===== src/rtl/dp_pkg.sv =====
`timescale 1ns/1ps
package dp_pkg;
    parameter int unsigned DW   = 8;
    parameter int unsigned AW   = 16;
    parameter int unsigned OPW  = 5;
    localparam int unsigned CTLW = 10 + 1 + OPW + 1 + 1;

    typedef struct packed {
        logic            ir_in;
        logic            ir_out;
        logic            ar_in;
        logic            ar_out;
        logic            d1_in;
        logic            d1_out;
        logic            d2_in;
        logic            d2_out;
        logic            pc_in;
        logic            pc_out;
        logic            opsel;
        logic [OPW-1:0]  alu_op;
        logic            route;
        logic            pc_inc;
    } ctl_t;

    typedef struct packed {
        logic [DW-1:0] ir;
        logic [AW-1:0] ar;
        logic [DW-1:0] d1;
        logic [DW-1:0] d2;
        logic [DW-1:0] pc;
    } regs_t;

    typedef enum logic [OPW-1:0] {
        OP_ADD   = 5'b00000,
        OP_SUB   = 5'b00001,
        OP_INCA  = 5'b00010,
        OP_DECA  = 5'b00011,
        OP_PASSA = 5'b00100,
        OP_PASSB = 5'b00101,
        OP_AND   = 5'b10000,
        OP_OR    = 5'b10001,
        OP_XOR   = 5'b10010,
        OP_NOTA  = 5'b10011
    } alu_op_e;
endpackage


===== src/rtl/dp_mux2.sv =====
`timescale 1ns/1ps
module dp_mux2 #(
    parameter int unsigned W = 8
) (
    input  logic         sel,
    input  logic [W-1:0] leg_a,
    input  logic [W-1:0] leg_b,
    output logic [W-1:0] y
);
    always_comb begin
        y = sel ? leg_b : leg_a;
    end
endmodule


===== src/rtl/dp_alu.sv =====
`timescale 1ns/1ps
module dp_alu
    import dp_pkg::*;
#(
    parameter int unsigned W = DW
) (
    input  logic [OPW-1:0] op,
    input  logic [W-1:0]   a,
    input  logic [W-1:0]   b,
    output logic [W-1:0]   y,
    output logic           co
);
    logic [W:0] sum_w;

    always_comb begin
        sum_w = {1'b0, a} + {1'b0, b};
        y     = '0;
        co    = 1'b0;
        case (op)
            OP_ADD:   begin y = sum_w[W-1:0]; co = sum_w[W]; end
            OP_SUB:   y = a - b;
            OP_INCA:  y = a + W'(1);
            OP_DECA:  y = a - W'(1);
            OP_PASSA: y = a;
            OP_PASSB: y = b;
            OP_AND:   y = a & b;
            OP_OR:    y = a | b;
            OP_XOR:   y = a ^ b;
            OP_NOTA:  y = ~a;
            default:  y = '0;
        endcase
    end
endmodule


===== src/rtl/dp_regfile.sv =====
`timescale 1ns/1ps
module dp_regfile
    import dp_pkg::*;
(
    input  logic          clk,
    input  logic          rst_n,
    input  ctl_t          c,
    input  logic [DW-1:0] din,
    input  logic [DW-1:0] alu_y,
    output regs_t         regs_q
);
    regs_t regs_d;

    always_comb begin
        regs_d = regs_q;
        if (c.ir_in) regs_d.ir = din;
        if (c.ar_in) regs_d.ar = c.route ? AW'(alu_y) : AW'(din);
        if (c.d1_in) regs_d.d1 = din;
        if (c.d2_in) regs_d.d2 = din;
        if (c.pc_in)       regs_d.pc = din;
        else if (c.pc_inc) regs_d.pc = regs_q.pc + DW'(1);
    end

    always_ff @(posedge clk or negedge rst_n) begin
        if (!rst_n) regs_q <= '0;
        else        regs_q <= regs_d;
    end
endmodule


===== src/rtl/dp_core.sv =====
`timescale 1ns/1ps
module dp_core
    import dp_pkg::*;
(
    input  logic                  clk,
    input  logic                  rst_n,
    input  logic [CTLW-1:0]       ctl_i,
    input  logic [DW-1:0]         din_i,
    output logic [DW-1:0]         dout_o,
    output logic [AW-1:0]         addr_o,
    output logic [DW-1:0]         ir_o,
    output logic                  carry_o
);
    ctl_t          c;
    regs_t         regs_q;
    logic [DW-1:0] d1_g, d2_g, pc_g, opnd_b, alu_y;

    assign c = ctl_t'(ctl_i);

    always_comb begin
        d1_g = c.d1_out ? regs_q.d1 : '0;
        d2_g = c.d2_out ? regs_q.d2 : '0;
        pc_g = c.pc_out ? regs_q.pc : '0;
    end

    dp_mux2 #(.W(DW)) u_opmux (
        .sel   (c.opsel),
        .leg_a (d1_g),
        .leg_b (pc_g),
        .y     (opnd_b)
    );

    dp_alu #(.W(DW)) u_alu (
        .op (c.alu_op),
        .a  (d2_g),
        .b  (opnd_b),
        .y  (alu_y),
        .co (carry_o)
    );

    dp_regfile u_regs (
        .clk    (clk),
        .rst_n  (rst_n),
        .c      (c),
        .din    (din_i),
        .alu_y  (alu_y),
        .regs_q (regs_q)
    );

    always_comb begin
        dout_o = c.route  ? '0 : alu_y;
        addr_o = c.ar_out ? regs_q.ar : '0;
        ir_o   = c.ir_out ? regs_q.ir : '0;
    end
endmodule


===== config.mk =====
export PLATFORM = sky130hd
export DESIGN_NAME = dp_core
export DESIGN_NICKNAME = d
export VERILOG_FILES = /design/src/rtl/dp_pkg.sv /design/src/rtl/dp_mux2.sv /design/src/rtl/dp_alu.sv /design/src/rtl/dp_regfile.sv /design/src/rtl/dp_core.sv
export SDC_FILE = /design/constraint.sdc
export NUM_CORES = 1
export LEC_CHECK = 0
export BUFFER_PORTS_ARGS = -buffer_cell sky130_fd_sc_hd__buf_2
export CAP_MARGIN = 20
export CORE_ASPECT_RATIO = 0.8
export CORE_MARGIN = 2
export CORE_UTILIZATION = 30
export DETAILED_ROUTE_END_ITERATION = 8
export PLACE_DENSITY = 0.44
export SLEW_MARGIN = 20
export SYNTH_ARGS = -nofsm -noshare
export SYNTH_HDL_FRONTEND = slang
export SYNTH_HIERARCHICAL = 1
export SYNTH_SLANG_ARGS = --single-unit

===== constraint.sdc =====
create_clock -name clk -period 4.75 [get_ports clk]
set_clock_uncertainty 0.2 [all_clocks]
set_input_delay 0.95 -clock clk [delete_from_list [all_inputs] [get_ports clk]]
set_output_delay 0.95 -clock clk [all_outputs]
set_load 0.005 [all_outputs]

* Word level (Yosys, flattened, before mapping)
Index checks and enable logic that the tools add are counted.
** Word-level totals
- Flip-flop bits (word level) :: 48
- Bits in latches :: 0
- RAM bits :: 0
- Memory bits (read-only) :: 0
- Bits of input ports :: 28
- Output and inout port bits :: 33
- Logic and storage cells :: 37
- Memories kept :: 0
** Cells by class
- Add/subtract/negate cells :: 5
- $mul :: 0
- Div/mod/pow operators :: 0
- Order comparisons :: 0
- Equal/unequal tests :: 9
- Shifts and indexed selects :: 0
- Mux-type cells :: 12
- Bitwise logic cells :: 4
- Reductions and logical operators :: 2
** Operators with widths (number)
- $pmux 8 s10 :: 1
- $mux 8 :: 9
- $eq 5x5->1 const B :: 4
- $add 8x1->8 const B :: 2
- $mux 16 :: 1
- $eq 5x2->1 const B :: 2
- $eq 5x3->1 const B :: 2
- $add 8x8->9 :: 1
- $and 8x8->8 :: 1
- $not 8->8 :: 1
- $or 8x8->8 :: 1
- $sub 8x1->8 const B :: 1
- $sub 8x8->8 :: 1
- $xor 8x8->8 :: 1
- $eq 5x1->1 const B :: 1
- $logic_not 5->1 :: 1
- $reduce_bool 2->1 :: 1
- $mux 1 :: 1

* Longest topological paths before layout
Gate-level depths: netlist of the first run.
- Word-level depth :: 5
- Gate-level depth with buffers :: 14
- Depth with buffers taken out :: 14

* By module
Netlist of the first run, hierarchy kept.
** By module, submodules not included
- dp_regfile :: times used 1, cells an instance 144, area an instance 1764.2 µm², sequential area each 1001.0 µm²
- dp_alu :: times used 1, cells an instance 180, area an instance 1316.3 µm², sequential area each 0.0 µm²
- dp_core :: times used 1, cells an instance 57, area an instance 377.9 µm², sequential area each 0.0 µm²
- dp_mux2 :: times used 1, cells an instance 9, area an instance 131.4 µm², sequential area each 0.0 µm²

* Worst setup path before layout of the first run
OpenSTA, ideal clock, no wires.
- Path kind :: input -> output
- Start :: input port ctl_i[6]
- End :: output port dout_o[7]
- Data arrival time :: 3.332 ns
- Required time :: 3.600 ns
- Path slack :: 0.268 ns
- Stages :: 12
- Path buffers :: 1
- Path through :: or4b_1 > buf_4 > nor2_8 > a21o_1 > inv_1 > ha_1 > a21o_1 > a41o_1 > o41ai_1 > xnor2_1 > o211ai_2 > nor2b_1
** Between the ends
- Word-level cells in the longest chain between the ends :: 3
- Elaborated cells on any way between the ends :: 12
- Classes of those cells :: eq/ne (9); mux (2); reduce/logical (1)
** RTL lines
- from (decl) :: RTL line dp_core.sv:7 : input logic [CTLW-1:0] ctl_i,
- $eq 5x5->1, or another cell as far along :: RTL line dp_alu.sv:19 : case (op)
- $pmux 8 s10 * :: RTL line dp_alu.sv:19
- net alu_y[7] :: RTL line dp_core.sv:16 : logic [DW-1:0] d1_g, d2_g, pc_g, opnd_b, alu_y;
- $mux 8 * :: RTL line dp_core.sv:51 : dout_o = c.route ? '0 : alu_y;
- to (decl) :: RTL line dp_core.sv:9 : output logic [DW-1:0] dout_o,
The timed path passes the listed nets; every way through them passes the cells marked *.

* Worst setup path after layout of the first run
Same ends and word-level chain as after synthesis.

==> summary.md, run 1 <==
| Metric | Value |
|---|---|
| Status | `complete, no violations` |
| Fmax | `0.212 GHz` |
| Buf+Inv Stages, Crit Path | `3` |
| Fillers | `1218` |
| Hold Crit Class | `reg2reg` |
| Type of origin of the critical path | `primary input` |
| Die Y | `102 microns` |
| Number of flip-flops in the largest register | `40` |
| Worst VDD drop | `0.134 mV` |
| Clock buffer depth | `2` |
| Crit-path max cell delay | `0.58 ns` |
| Die W | `126 microns` |
| Synth Cell Area | `roughly 0.0036 sq mm` |
| Number of nets in the layout | `535` |
| Biggest register | `u_regs/regs_q` |
| Synthesized flop and latch total | `40` |
| Element type at the critical path end | `output pin` |
| GRT overflow | `0` |
| Distinct cell type count after synthesis | `54` |
| Fin crit period | `4.73 ns` |
| Clock slew at reported path FFs | `0.06 ns` |
| Unrepaired setup endpoints after global routing | `true` |
| Total vias in the final route | `3096` |
| Hold Slack | `about 0.30 ns` |
| Pre-CTS setup slack | `-0.220 ns` |
| Std-Cell Rows | `35` |
| Reg2reg start | `u_regs/regs_q[1]` |
| Slew HR | `approximately 37%` |
| Initial antenna violation count | `0` |
| Layout cell share with drive strength beyond 1 | `35.1%` |
| Clock tree root buffer cell | `clkbuf_16` |
| Power, Total | `1.15 mW` |
| Drt first pass iters | `4` |
| Worst Setup Slack, final | `0.0245 ns` |
| Worst Max-Slew Pin Slew | `0.946 ns` |
| Final Wtd Congestion | `between 0.8 and 0.9` |
| Final Instance Count excl. Fillers | `629` |
| Final Max Tran Viols | `0` |
| Initial Util | `30.9%` |
| Synth top area cells | `dfrtp_1 (28%), ha_1 (8.7%), mux2_2 (7.5%), and2_1 (6.4%), mux2i_1 (5.3%)` |
| Flop2flop setup slack | `1.37 ns` |
| Yosys top cell area share | `between 20% and 30%` |
| Post-DP HPWL | `7990 microns` |
| Yosys warns | `6` |
| Routed len/inst | `roughly 16 microns` |
| Clock sinks | `40` |
| Placed insts | `620` |
| Hold-fix buffers, CTS | `0` |
| Worst EP required | `3.60 ns` |
| Arrival time at the worst endpoint | `3.58 ns` |
| P&R area growth vs syn | `25.1%` |
| Kind of cell adding the most delay to the critical path | `compound AO/OA/AOI/OAI gates` |
| Biggest regs | `u_regs/regs_q: 40 flops` |
| Most frequent cells in the layout | `buf_2 (52), buf_4 (48), dfrtp_1 (40)` |
| Hold Crit Depth | `1` |
| Ports | `61` |
| CTS tree | `built` |
| Most Frequent Cell on Critical Path | `buf_2` |
| Post-route DRC | `0` |
| Number of diodes | `0` |
| Initial DRC count | `224` |
| Cells after Synth | `390` |
| H-tree depth | `2` |
| Register area share after synthesis | `27.9%` |
| Crit Path Class | `in2out` |
| First-pass GRT wire length | `16300 microns` |
| Port Buf Inserts | `52` |
| Crit path cell chain | `buf_2 -> or4b_4 -> buf_4 -> a21oi_1 -> ha_1 -> a21oi_2 -> nor2b_1 -> a41o_1 -> o41ai_2 -> xnor2_1 -> o211ai_4 -> nor2b_4 -> buf_2` |
| Final worst-path cycle share | `99.5%` |
| Tot GR Track Use | `16.3%` |
| Mean Syn Cell Area | `9.20 sq um` |
| Largest net degree at the start of global routing | `41` |
| Slowest-stage cell, CP | `or4b_4` |
| Post-synth top area cell | `dfrtp_1` |
| Die area | `0.0129 sq mm` |
| Core area | `0.0116 sq mm` |
| Total CTS buffers | `5` |
| Power density cells | `256 mW/mm^2` |
| Reg-to-reg endpoint | `u_regs/regs_q[31]` |
| Setup Viol. Count Final | `0` |
| Crit-path max FO | `6` |
| Reg2Reg Depth | `14` |
| Antenna-violating nets left | `0` |
| Via density | `between 4 and 5` |
| Clock Latency Late Sink | `0.28 ns` |
| Leak | `2.11 nW` |
| Final WL | `slightly above 10000 microns` |
| Max-cap violations | `0` |
| Fin Setup TNS | `0 ns` |
| Endpoints failing hold | `0` |
| Leading cell type in the layout, fill and taps excluded | `buf_2` |
| Hold Path End | `u_regs/regs_q[23]` |
| Vias in the first global route | `3005` |
| Hold path start | `u_regs/regs_q[23]` |
==> layer usage <==
| metal | part of all wire [%] | vias to the layer above | GRT usage (%) |
|---|---|---|---|
| met5 | 0 | - | 0 |
| met4 | 0.70 | 0 | 2.20 |
| li1 | - | 1536 | - |
| met2 | 43 | 61 | 25.2 |
| met1 | 52 | 1493 | 24.4 |
| met3 | 3.9 | 6 | 3.04 |
==> what timing repair did <==
action,in CTS,in global routing
endpoints found under the setup margin,2,3
setup buffers,0,1
pin swaps,2,7
gates resized for setup,7,10
==> worst max path at each step <==
stage	from	to	slack, ns	cells past startpoint
2_1_floorplan	ctl_i[6]	dout_o[7]	0.27	12
3_3_place_gp	ctl_i[6]	dout_o[7]	-0.09	13
3_5_place_dp	ctl_i[6]	dout_o[7]	-0.22	13
4_1_cts	ctl_i[6]	dout_o[7]	-0.001	13
5_1_grt	ctl_i[6]	dout_o[7]	-0.08	13
6_report	ctl_i[6]	dout_o[7]	0.02	13
==> stage by stage <==
stage                     cell area, sq um  utilization (%)
after floorplan                       3620                -
after global placement                4260             36.7
after detailed placement              4260             36.7
after CTS                             4440             38.3
after global routing                  4490             38.7
final                                 4490             38.7
==> where the power goes <==
group,internal (mW),switching (mW)
logic,0.199,0.210
registers,0.377,0.0240
clock network,0.209,0.129
total,0.785,0.363
==> cells by family (layout without fill, tap and decap cells) <==
| kind of cell | count (synthesis) | count (layout) | synth area share [%] |
|---|---|---|---|
| simple gates | 135 | 135 | 21.6 |
| compound gates | 77 | 77 | 13.9 |
| mux | 52 | 52 | 16.8 |
| buf+inv | 44 | 128 | 6.38 |
| flops | 40 | 40 | 27.9 |
| fa+ha+maj | 27 | 27 | 9.83 |
| xor+xnor | 14 | 14 | 3.42 |
| other cells | 1 | 8 | 0.104 |
==> area by class of cell <==
class	instances	area, sq um	share of cell area [%]
clock buffers	8	146	3.26
inverters	20	75.1	1.67
multi-input cells	313	2460	54.8
flip-flops and latches	40	1000	22.3
well taps	148	185	4.12
repair buffers	100	621	13.8
==> cell usage after synthesis, drive strengths merged <==
library cell	count
o22ai	1
or4b	1
or4	3
o211ai	2
nor2	28
a211o	1
o32ai	1
a2111oi	1
a221o	2
ha	25
or3	1
nand4	6
nor4	1
and2b	1
mux2	32
nor3b	2
a21oi	25
a22oi	1
nand2b	2
o221ai	5
o21ai	19
clkbuf	5
o22a	1
o21bai	1
nand3	5
inv	20
xnor2	6
a41o	1
nor3	3
conb	1
o21a	1
xor2	8
a211oi	6
dfrtp	40
or2	1
and2	49
nor2b	14
a221oi	4
nand2	18
mux4	1
o41ai	1
buf	19
a21o	4
mux2i	19
fa	2
No activity file was read; power rests on OpenSTA's default activity.
==> inputs of run 2 (changes only) <==
--- a/config.mk
+++ b/config.mk
@@ -5,11 +5,13 @@
 export SDC_FILE = /design/constraint.sdc
 export NUM_CORES = 1
 export LEC_CHECK = 0
+export ABC_AREA = 1
 export BUFFER_PORTS_ARGS = -buffer_cell sky130_fd_sc_hd__buf_2
 export CAP_MARGIN = 20
 export CORE_ASPECT_RATIO = 0.8
 export CORE_MARGIN = 2
 export CORE_UTILIZATION = 30
+export CTS_CLUSTER_SIZE = 16
 export DETAILED_ROUTE_END_ITERATION = 8
 export PLACE_DENSITY = 0.44
 export SLEW_MARGIN = 20
==> run 2 against run 1 <==
Compared with the run above:
- combinational power down 15%
- via count is 24% higher
- first-iteration DRC count rose by 20%
- register-to-register slack improved by 0.75 ns
- synthesized area grew 8.7%
- sequential share of layout area grew 0.72 points
==> summary.md, run 2 <==
| Metric | Value |
|---|---|
| Post-synth EDFFs | `0` |
| Type of origin of the critical path | `primary input` |
| H-tree depth | `2` |
| CTS tree | `built` |
| Leading cell type in the layout, fill and taps excluded | `nand2_1` |
| Post-DP HPWL | `9470 microns` |
| Synth top area cells | `dfrtp_1 (26%), nand2_1 (16%), inv_1 (12%), ha_1 (8.0%), a21oi_1 (5.8%)` |
| Reg2reg start | `u_regs/regs_q[1]` |
| Port Buf Inserts | `52` |
| Endpoints failing hold | `0` |
| Worst VDD drop | `0.146 mV` |
| GRT overflow | `0` |
| Cells after Synth | `617` |
| Cts repair resizes | `0` |
| Via density | `roughly 4.6` |
| CP startpoint | `ctl_i[6]` |
| # Post-CTS Setup Buffers | `0` |
| Initial Util | `30.5%` |
| Final Wtd Congestion | `around 0.9` |
| Number of nets in the layout | `709` |
| Biggest regs | `u_regs/regs_q: 40 flops` |
| Die area | `0.0139 sq mm` |
| Drt first pass iters | `5` |
| Routed len/inst | `14.0 microns` |
| Most frequent cells in the layout | `nand2_1 (169), inv_1 (124), nor2_1 (55)` |
| Most Frequent Cell on Critical Path | `nand2_1` |
| Clock slew at reported path FFs | `~0.060 ns` |
| Slew HR | `36.5%` |
| Tot GR Track Use | `17.0%` |
| Synthesized flop and latch total | `40` |
| Kind of cell adding the most delay to the critical path | `simple AND/OR/NAND/NOR gates` |
| Post-route DRC | `0` |
| Leak | `about 2.5 nW` |
| Total CTS buffers | `5` |
| Power density cells | `261 mW/mm^2` |
| Crit Path Class | `in2out` |
| Initial antenna violation count | `0` |
| Status | `complete, no violations` |
| Std-Cell Rows | `37` |
| WP depth | `19` |
| Layout cell share with drive strength beyond 1 | `12.1%` |
| Hold Slack | `0.323 ns` |
| Yosys top cell area share | `about a quarter` |
| Total vias in the final route | `3842` |
| Clock sinks | `40` |
| Initial DRC count | `269` |
| P&R area growth vs syn | `11.5%` |
| Biggest register | `u_regs/regs_q` |
| Slowest-stage cell, CP | `ha_1` |
| Clock Latency Late Sink | `0.28 ns` |
| Ports | `between 60 and 70` |
| Clock tree root buffer cell | `clkbuf_16` |
| Clock buffer depth | `2` |
| Crit-path max FO | `12` |
| Flop2flop setup slack | `2.12 ns` |
| Number of diodes | `0` |
| Fmax | `between 0.2 and 0.25 GHz` |
| Final WL | `about 12000 microns` |
| Fin crit period | `around 4.4 ns` |
| Core area | `0.0128 sq mm` |
| Buf+Inv Stages, Crit Path | `7` |
| Post-synth top area cell | `dfrtp_1` |
| Hold Crit Class | `reg2reg` |
| Final Max Tran Viols | `0` |
| Reg2Reg Depth | `15` |
| Worst EP required | `3.60 ns` |
| First-pass GRT wire length | `approximately 19000 microns` |
| Finished Cell Area | `0.00435 sq mm` |
| Placement Cell Area | `0.00418 sq mm` |
| Fin Setup TNS | `0 ns` |
| Crit path cell chain | `buf_2 -> inv_1 -> nand3_1 -> inv_1 -> o21ai_0 -> ha_1 -> nand2_1 -> nand2_1 -> inv_1 -> nand2_1 -> nand2_1 -> nand2_1 -> inv_1 -> nand2_1 -> nand3_1 -> nand2_1 -> inv_1 -> nor2_1 -> buf_2` |
| Unrepaired setup endpoints after global routing | `false` |
| Reg-to-reg endpoint | `u_regs/regs_q[28]` |
| Die W | `131 microns` |
| Hold-fix buffers, CTS | `0` |
| Top-count cell post-synth | `nand2_1` |
| Distinct cell type count after synthesis | `35` |
| Ys flop type | `dfrtp_1` |
| Mean Syn Cell Area | `6.32 sq um` |
| Setup Viol. Count Final | `0` |
| Yosys warns | `6` |
| Max-cap violations | `0` |
| Die Y | `106 microns` |
| Synth Cell Area | `0.00390 sq mm` |
| Antenna-violating nets left | `0` |
| FFs w/ async S/R, synth | `100%` |
| Synth top cells by count | `nand2_1 (169), inv_1 (124), nor2_1 (55), a21oi_1 (45), nand3_1 (41)` |
| Arrival time at the worst endpoint | `3.23 ns` |
| Largest net degree at the start of global routing | `41` |
| Register area share after synthesis | `25.7%` |
| Element type at the critical path end | `output pin` |
| Final worst-path cycle share | `between 90% and 100%` |
| Crit-path max cell delay | `0.42 ns` |
| Power, Total | `1.14 mW` |
| Number of flip-flops in the largest register | `40` |
| Vias in the first global route | `3718` |
| CP Capture Point | `dout_o[7]` |
| Worst Max-Slew Pin Slew | `0.953 ns` |
-- run 2: changes by cell type in the layout (fill, tap and decap cells not counted), sizes merged, moves of 8 or more --
cell	previous run	this run
and2	49	0
buf	100	52
nand4	6	17
a21oi	25	45
nor2	28	63
nor2b	14	0
xor2	8	0
mux2i	19	0
nand3	5	42
nand2	18	175
mux2	32	0
inv	20	126
-- run 2: final cells by class --
type,count,area (sq um)
Timing Repair Buffer,52,260
Sequential cell,40,1000
Tap cell,175,219
Clock inverter,3,47.5
Fill cell,1460,8430
Clock buffer,5,125
Multi-Input combinational cell,429,2220
Inverter,126,473
-- run 2: worst register-to-register path, stage by stage, from the launching register on --
cell and delay, ns:
dfrtp_1 0.43, nand2_1 0.09, inv_1 0.04, nand2_1 0.08, nand2_1 0.15, o21ai_0 0.27, inv_1 0.09, fa_1 0.45
inv_1 0.09, nand3_1 0.07, nand2_1 0.10, a21oi_1 0.06, o21ai_0 0.08, nand4_1 0.15, nand2_1 0.11, a21oi_1 0.07
-- run 2: metrics by stage --
step	setup WS (ns)	std cells	utilization [%]
detailed placement	0.428	822	32.7
floorplan	0.990	624	-
global placement	0.462	822	32.7
global route	0.150	830	34.0
finish	0.370	830	34.0
CTS	0.418	830	34.0
-- run 2: how the worst min path moves through the flow --
stage / startpoint / end / slack [ns] / cells after the start
floorplan: u_regs/regs_q[24] / u_regs/regs_q[24] / 0.29 / 2
global placement: u_regs/regs_q[12] / u_regs/regs_q[12] / 0.30 / 2
detailed placement: u_regs/regs_q[45] / u_regs/regs_q[45] / 0.31 / 2
CTS: u_regs/regs_q[45] / u_regs/regs_q[45] / 0.33 / 2
global route: u_regs/regs_q[40] / u_regs/regs_q[40] / 0.35 / 2
finish: u_regs/regs_q[41] / u_regs/regs_q[41] / 0.32 / 2
-- run 2: power breakdown --
part / internal [mW] / switching, mW
Combinational: 0.119 / 0.225
Sequential: 0.375 / 0.0270
Clock: 0.249 / 0.140
Total: 0.743 / 0.393
-- run 2: logic make-up (layout without fill, tap and decap cells) --
logic type      after synthesis  after routing  synth area share, %
buf+inv                     155            186                 18.0
flops                        40             40                 25.7
other cells                   1              8               0.0961
xor+xnor                      4              4                0.898
compound gates               88             88                 12.6
simple gates                302            302                 33.7
fa+ha+maj                    27             27                 9.04
-- run 2: routing by layer --
layer	track usage (%)	wire (microns)	vias up
met2	25.7	4820	122
met1	25.0	6010	1732
met3	3.24	603	14
met4	3.96	171	0
li1	-	-	1974
met5	0	0	-
